===== src/rtl/prd_walk_pkg.sv =====
package prd_walk_pkg;

    typedef enum logic [2:0] {
        ST_IDLE,
        ST_DECIDE,
        ST_FETCH_LO,
        ST_FETCH_HI,
        ST_MOVE,
        ST_DONE
    } walk_state_e;

    localparam int ENTRY_BYTES = 8;
    localparam int WORD_BYTES  = 4;
    localparam int SIZE_BITS   = 16;
    localparam int FINAL_BIT   = 31;

endpackage


===== src/rtl/prd_entry_decode.sv =====
module prd_entry_decode
    import prd_walk_pkg::*;
#(
    parameter int LEN_W = 17
) (
    input  logic [31:0]      size_word,
    output logic [LEN_W-1:0] region_len,
    output logic             is_final
);
    localparam logic [LEN_W-1:0] FULL_REGION = LEN_W'(1) << SIZE_BITS;

    logic [SIZE_BITS-1:0] even_cnt;

    always_comb begin
        even_cnt = {size_word[SIZE_BITS-1:1], 1'b0};
        if (even_cnt == '0) begin
            region_len = FULL_REGION;
        end else begin
            region_len = LEN_W'(even_cnt);
        end
        is_final = size_word[FINAL_BIT];
    end
endmodule


===== src/rtl/prd_chunk_sel.sv =====
module prd_chunk_sel #(
    parameter int LEN_W = 17
) (
    input  logic [LEN_W-1:0] buf_left,
    input  logic [LEN_W-1:0] region_left,
    output logic [LEN_W-1:0] chunk
);
    always_comb begin
        if (buf_left < region_left) begin
            chunk = buf_left;
        end else begin
            chunk = region_left;
        end
    end
endmodule


===== src/rtl/prd_page_guard.sv =====
module prd_page_guard #(
    parameter int ADDR_W     = 32,
    parameter int PAGE_BYTES = 4096
) (
    input  logic [ADDR_W-1:0] base,
    input  logic [ADDR_W-1:0] ptr,
    output logic              exhausted
);
    localparam logic [ADDR_W-1:0] LIMIT = ADDR_W'(PAGE_BYTES);

    logic [ADDR_W-1:0] offset;

    always_comb begin
        offset    = ptr - base;
        exhausted = (offset >= LIMIT);
    end
endmodule


===== src/rtl/prd_walker.sv =====
module prd_walker
    import prd_walk_pkg::*;
#(
    parameter int ADDR_W     = 32,
    parameter int LEN_W      = 17,
    parameter int PAGE_BYTES = 4096
) (
    input  logic              clk,
    input  logic              rst_n,
    input  logic              start,
    input  logic              stop,
    input  logic [ADDR_W-1:0] base_ptr,
    input  logic [LEN_W-1:0]  xfer_len,
    input  logic              to_mem,
    output logic              mem_req,
    output logic              mem_desc,
    output logic              mem_we,
    output logic [ADDR_W-1:0] mem_addr,
    output logic [LEN_W-1:0]  mem_bytes,
    output logic [LEN_W-1:0]  buf_idx,
    input  logic              mem_ack,
    input  logic [31:0]       mem_rdata,
    output logic              active,
    output logic              done,
    output logic              underrun,
    output logic              aborted
);
    localparam logic [ADDR_W-1:0] STEP_ENTRY = ADDR_W'(ENTRY_BYTES);
    localparam logic [ADDR_W-1:0] STEP_WORD  = ADDR_W'(WORD_BYTES);
    localparam logic [LEN_W-1:0]  WORD_LEN   = LEN_W'(WORD_BYTES);

    walk_state_e state, nxt;

    logic [ADDR_W-1:0] base_r;
    logic [ADDR_W-1:0] tbl_ptr;
    logic [ADDR_W-1:0] rgn_addr;
    logic [LEN_W-1:0]  rgn_left;
    logic [LEN_W-1:0]  buf_left;
    logic [LEN_W-1:0]  idx_r;
    logic              final_r;
    logic              dir_r;
    logic              stop_pend;
    logic              under_r;
    logic              abort_r;

    logic [LEN_W-1:0]  dec_len;
    logic              dec_final;
    logic [LEN_W-1:0]  chunk;
    logic              page_out;
    logic              table_end;

    prd_entry_decode #(.LEN_W(LEN_W)) u_dec (
        .size_word  (mem_rdata),
        .region_len (dec_len),
        .is_final   (dec_final)
    );

    prd_chunk_sel #(.LEN_W(LEN_W)) u_chunk (
        .buf_left    (buf_left),
        .region_left (rgn_left),
        .chunk       (chunk)
    );

    prd_page_guard #(.ADDR_W(ADDR_W), .PAGE_BYTES(PAGE_BYTES)) u_guard (
        .base      (base_r),
        .ptr       (tbl_ptr),
        .exhausted (page_out)
    );

    assign table_end = final_r | page_out;

    // next-state logic
    always_comb begin
        nxt = state;
        unique case (state)
            ST_IDLE: begin
                if (start) nxt = ST_DECIDE;
            end
            ST_DECIDE: begin
                if (stop_pend) begin
                    nxt = ST_DONE;
                end else if (buf_left == '0) begin
                    nxt = ST_DONE;
                end else if (rgn_left != '0) begin
                    nxt = ST_MOVE;
                end else if (table_end) begin
                    nxt = ST_DONE;
                end else begin
                    nxt = ST_FETCH_LO;
                end
            end
            ST_FETCH_LO: begin
                if (mem_ack) nxt = ST_FETCH_HI;
            end
            ST_FETCH_HI: begin
                if (mem_ack) nxt = ST_DECIDE;
            end
            ST_MOVE: begin
                if (mem_ack) nxt = ST_DECIDE;
            end
            ST_DONE: begin
                nxt = ST_IDLE;
            end
            default: nxt = ST_IDLE;
        endcase
    end

    // state register
    always_ff @(posedge clk or negedge rst_n) begin
        if (!rst_n) begin
            state <= ST_IDLE;
        end else begin
            state <= nxt;
        end
    end

    // walk datapath
    always_ff @(posedge clk or negedge rst_n) begin
        if (!rst_n) begin
            base_r    <= '0;
            tbl_ptr   <= '0;
            rgn_addr  <= '0;
            rgn_left  <= '0;
            buf_left  <= '0;
            idx_r     <= '0;
            final_r   <= 1'b0;
            dir_r     <= 1'b0;
            stop_pend <= 1'b0;
            under_r   <= 1'b0;
            abort_r   <= 1'b0;
        end else begin
            if (state == ST_IDLE) begin
                stop_pend <= 1'b0;
            end else if (stop) begin
                stop_pend <= 1'b1;
            end

            unique case (state)
                ST_IDLE: begin
                    if (start) begin
                        base_r   <= base_ptr;
                        tbl_ptr  <= base_ptr;
                        rgn_addr <= '0;
                        rgn_left <= '0;
                        buf_left <= xfer_len;
                        idx_r    <= '0;
                        final_r  <= 1'b0;
                        dir_r    <= to_mem;
                        under_r  <= 1'b0;
                        abort_r  <= 1'b0;
                    end
                end
                ST_DECIDE: begin
                    if (stop_pend) begin
                        rgn_addr <= '0;
                        rgn_left <= '0;
                        final_r  <= 1'b0;
                        tbl_ptr  <= '0;
                        abort_r  <= 1'b1;
                    end else if (buf_left != '0 && rgn_left == '0 && table_end) begin
                        under_r <= 1'b1;
                    end
                end
                ST_FETCH_LO: begin
                    if (mem_ack) rgn_addr <= mem_rdata[ADDR_W-1:0];
                end
                ST_FETCH_HI: begin
                    if (mem_ack) begin
                        rgn_left <= dec_len;
                        final_r  <= dec_final;
                        tbl_ptr  <= tbl_ptr + STEP_ENTRY;
                    end
                end
                ST_MOVE: begin
                    if (mem_ack) begin
                        rgn_addr <= rgn_addr + ADDR_W'(chunk);
                        rgn_left <= rgn_left - chunk;
                        buf_left <= buf_left - chunk;
                        idx_r    <= idx_r + chunk;
                    end
                end
                ST_DONE: begin
                end
                default: begin
                end
            endcase
        end
    end

    // outputs
    always_comb begin
        mem_req   = 1'b0;
        mem_desc  = 1'b0;
        mem_we    = 1'b0;
        mem_addr  = '0;
        mem_bytes = '0;
        unique case (state)
            ST_FETCH_LO: begin
                mem_req   = 1'b1;
                mem_desc  = 1'b1;
                mem_addr  = tbl_ptr;
                mem_bytes = WORD_LEN;
            end
            ST_FETCH_HI: begin
                mem_req   = 1'b1;
                mem_desc  = 1'b1;
                mem_addr  = tbl_ptr + STEP_WORD;
                mem_bytes = WORD_LEN;
            end
            ST_MOVE: begin
                mem_req   = 1'b1;
                mem_we    = dir_r;
                mem_addr  = rgn_addr;
                mem_bytes = chunk;
            end
            default: begin
            end
        endcase
        buf_idx  = idx_r;
        active   = (state != ST_IDLE);
        done     = (state == ST_DONE);
        underrun = (state == ST_DONE) && under_r;
        aborted  = (state == ST_DONE) && abort_r;
    end
endmodule


===== config.mk =====
export PLATFORM = sky130hd
export DESIGN_NAME = prd_walker
export DESIGN_NICKNAME = d
export VERILOG_FILES = /design/src/rtl/prd_walk_pkg.sv /design/src/rtl/prd_entry_decode.sv /design/src/rtl/prd_chunk_sel.sv /design/src/rtl/prd_page_guard.sv /design/src/rtl/prd_walker.sv
export SDC_FILE = /design/constraint.sdc
export NUM_CORES = 1
export LEC_CHECK = 0
export BUFFER_PORTS_ARGS = -buffer_cell sky130_fd_sc_hd__clkbuf_2
export CAP_MARGIN = 20
export CORE_AREA = 5 5 205 207
export DETAILED_ROUTE_END_ITERATION = 12
export DIE_AREA = 0 0 210 212
export HOLD_SLACK_MARGIN = 0.12
export SKIP_LAST_GASP = 1
export SYNTH_ARGS = -nofsm -noshare
export SYNTH_HDL_FRONTEND = slang
export SYNTH_SLANG_ARGS = --single-unit

===== constraint.sdc =====
create_clock -name clk -period 12.85 [get_ports clk]
set_clock_uncertainty 0.1 [all_clocks]
set_input_delay 1.9275 -clock clk [delete_from_list [all_inputs] [get_ports clk]]
set_output_delay 1.9275 -clock clk [all_outputs]
set_load 0.03 [all_outputs]

==> summary.md <==
| Metric | Value |
|---|---|
| Status | `finished clean` |
| Worst Max-Slew Pin Slew | `1.137 ns` |
| Routed len/inst | `20.57 um` |
| Clock root cell | `clkbuf_16` |
| Yosys reg bits | `155` |
| RePlAce Congestion | `0.9633` |
| Hpwl dp | `39200 um` |
| Routed Wire Length | `50530 um` |
| IO Count | `160` |
| Layout Area Growth over Synthesis | `14.39%` |
| Critical path startpoint category | `flip-flop` |
| Sequential fraction of the synthesis area | `28.26%` |
| Die Y | `212 um` |
| Largest net degree at the start of global routing | `97` |
| Clock transition at path regs | `0.07 ns` |
| Post-Syn Area | `13720 um^2` |
| Worst Reg-to-Reg Cells | `20` |
| Most common cell after layout, fill and taps aside | `nand2_1` |
| WP data arrival | `4.44 ns` |
| Via/cell ratio | `5.750` |
| Diode count | `0` |
| Port Buffer Count | `159` |
| Synth Net Count | `2005` |
| Hold crit path type | `flip-flop to flip-flop` |
| Vias in the first global route | `13.49k` |
| Final-layout fill cell count | `4296` |
| Die footprint | `44520 um^2` |
| Tot GR Track Use | `22.14%` |
| Setup slack, reg-to-reg | `6.60 ns` |
| Via Count | `14.12k` |
| Initial antenna violation count | `0` |
| WHS Path Cells | `2` |
| Library cells used by synthesis | `80` |
| Htree depth | `4` |
| Layout cells sized above 1 | `12.42%` |
| Worst setup path class | `flip-flop to output port` |
| Final #Nets | `2119` |
| Max Root-Sink Buffers | `2` |
| Starting density of the core | `34.15%` |
| EDFF count, synth | `0` |
| Num CTS Buffers | `17` |
| Top FF cell, synth | `dfrtp_1` |
| Setup Fix Bufs, Post-CTS | `0` |
| FMAX | `154.6 MHz` |
| Mean Syn Cell Area | `7.628 um^2` |
| CORE AREA | `40180 um^2` |
| Worst slew margin | `22.02%` |
| CP Max Fanout | `35` |
| Setup tns final | `0 ns` |
| Drt pass-1 iters | `6` |
| Count of final setup violators | `0` |
| Rows | `74` |
| First-pass GRT wire length | `77780 um` |
| Post-synth ARST share | `100.0%` |
| YS warnings | `0` |
| Detailed Route Iter0 Violations | `1172` |
| Crit end category | `output port` |
| Most frequent cells in the layout | `nand2_1 (218), nor2_1 (175), o21ai_0 (167), a21oi_1 (158), clkbuf_2 (158)` |
| Resized Gates After CTS | `0` |
| Floorplan die width | `210 um` |
| Critical Path RT | `10.82 ns` |
| Max Cap Violations | `0` |
| Worst-Skew Late Latency | `0.45 ns` |
| Tcrit/Tclk final | `50.33%` |
| CTS tree | `built` |
| Sink Count | `155` |
| Hold_buf cts | `0` |
| RSZ-0062 raised after global routing | `false` |
| Fin. max-slew vios | `0` |
| Antenna viol nets, final | `0` |
| Total gr overflow | `0` |
| Post-Synthesis Cells | `1799` |
| Hold Violations, Final | `0` |
| DRC violations left | `0` |
| Fin crit period | `6.467 ns` |
layout make-up:
| cell class | count | area [um^2] | area share (%) |
|---|---|---|---|
| multi-input combinational | 1450 | 9143 | 58.24 |
| inverter | 107 | 401.6 | 2.559 |
| sequential | 155 | 3879 | 24.71 |
| clock inverter | 8 | 142.6 | 0.9087 |
| tap | 532 | 665.6 | 4.240 |
| timing repair buffer | 182 | 1002 | 6.384 |
| clock buffer | 22 | 464.2 | 2.957 |
worst max-delay path, cell delays in order (launching register included):
cell,delay (ns)
dfrtp_1,0.39
inv_1,0.08
ha_1,0.32
a21o_1,0.18
a2111oi_0,0.35
o21ai_1,0.12
a21oi_1,0.19
o211a_1,0.88
mux2i_1,1.02
nor2_1,0.18
clkbuf_2,0.25
per-stage QoR:
step | cells | instance area (um^2) | utilization (%) | hold WS (ns) | setup WS [ns]
global route | 2456 | 15700 | 39.06 | 0.4155 | 6.084
global placement | 2423 | 15040 | 37.43 | 0.3519 | 6.562
finish | 2456 | 15700 | 39.06 | 0.3767 | 6.383
floorplan | 1799 | 13720 | - | 0.3379 | 7.564
detailed placement | 2425 | 15060 | 37.49 | 0.3652 | 6.725
CTS | 2455 | 15670 | 39.00 | 0.3811 | 6.496
flip-flops by register name, indices dropped and copies added, names as in the netlist:
name and flops:
dir_r 1, rgn_left 17, tbl_ptr 32, buf_left 17, stop_pend 1, state 3
buf_idx 17, final_r 1, under_r 1, base_r 32, abort_r 1, rgn_addr 32
cells by family (layout without fill, tap and decap cells):
group           after synthesis  in the layout  synth area share (%)
simple gates                657            657                 22.30
compound gates              587            587                 27.20
xor+xnor                     75             75                 4.787
mux                          12             12                0.9026
flops                       155            155                 28.26
fa+ha+maj                   119            119                 11.12
buf+inv                     194            319                 5.425
Yosys cell counts, drive strengths merged, types with 17 or more instances:
| library cell | count | share of area, % |
|---|---|---|
| a21o | 25 | 1.4 |
| a21oi | 158 | 5.8 |
| a22oi | 26 | 1.4 |
| a31oi | 23 | 1.0 |
| and3 | 37 | 1.7 |
| clkbuf | 73 | 2.0 |
| dfrtp | 155 | 28 |
| ha | 114 | 10 |
| inv | 107 | 2.9 |
| nand2 | 219 | 6.0 |
| nand2b | 17 | 0.77 |
| nand3 | 54 | 2.0 |
| nand4 | 20 | 0.91 |
| nor2 | 179 | 4.9 |
| nor3 | 36 | 1.3 |
| nor4 | 23 | 1.1 |
| o21ai | 176 | 6.4 |
| xnor2 | 46 | 2.9 |
| xor2 | 29 | 1.9 |
path summary, 6_finish.rpt:
kind / endpoint / from
setup reg to reg: rgn_addr[27] / rgn_left[5]
max in group asynchronous: rgn_addr[7] / rst_n
setup / recovery: mem_bytes[16] / rgn_left[5]
hold reg to reg: dir_r / dir_r
min in group asynchronous: buf_left[7] / rst_n
hold / removal: dir_r / dir_r
layer usage:
| layer | up-vias | share of wire [%] | global-route usage (%) |
|---|---|---|---|
| li1 | 6772 | - | - |
| met1 | 6800 | 46 | 31.10 |
| met2 | 480 | 45 | 35.17 |
| met3 | 71 | 5.9 | 3.379 |
| met4 | 0 | 2.7 | 7.246 |
| met5 | - | 0 | 0 |
Power is left out: the tool's default activity adds up to more than one toggle a clock period on the data nets, which glitch-free logic cannot reach.
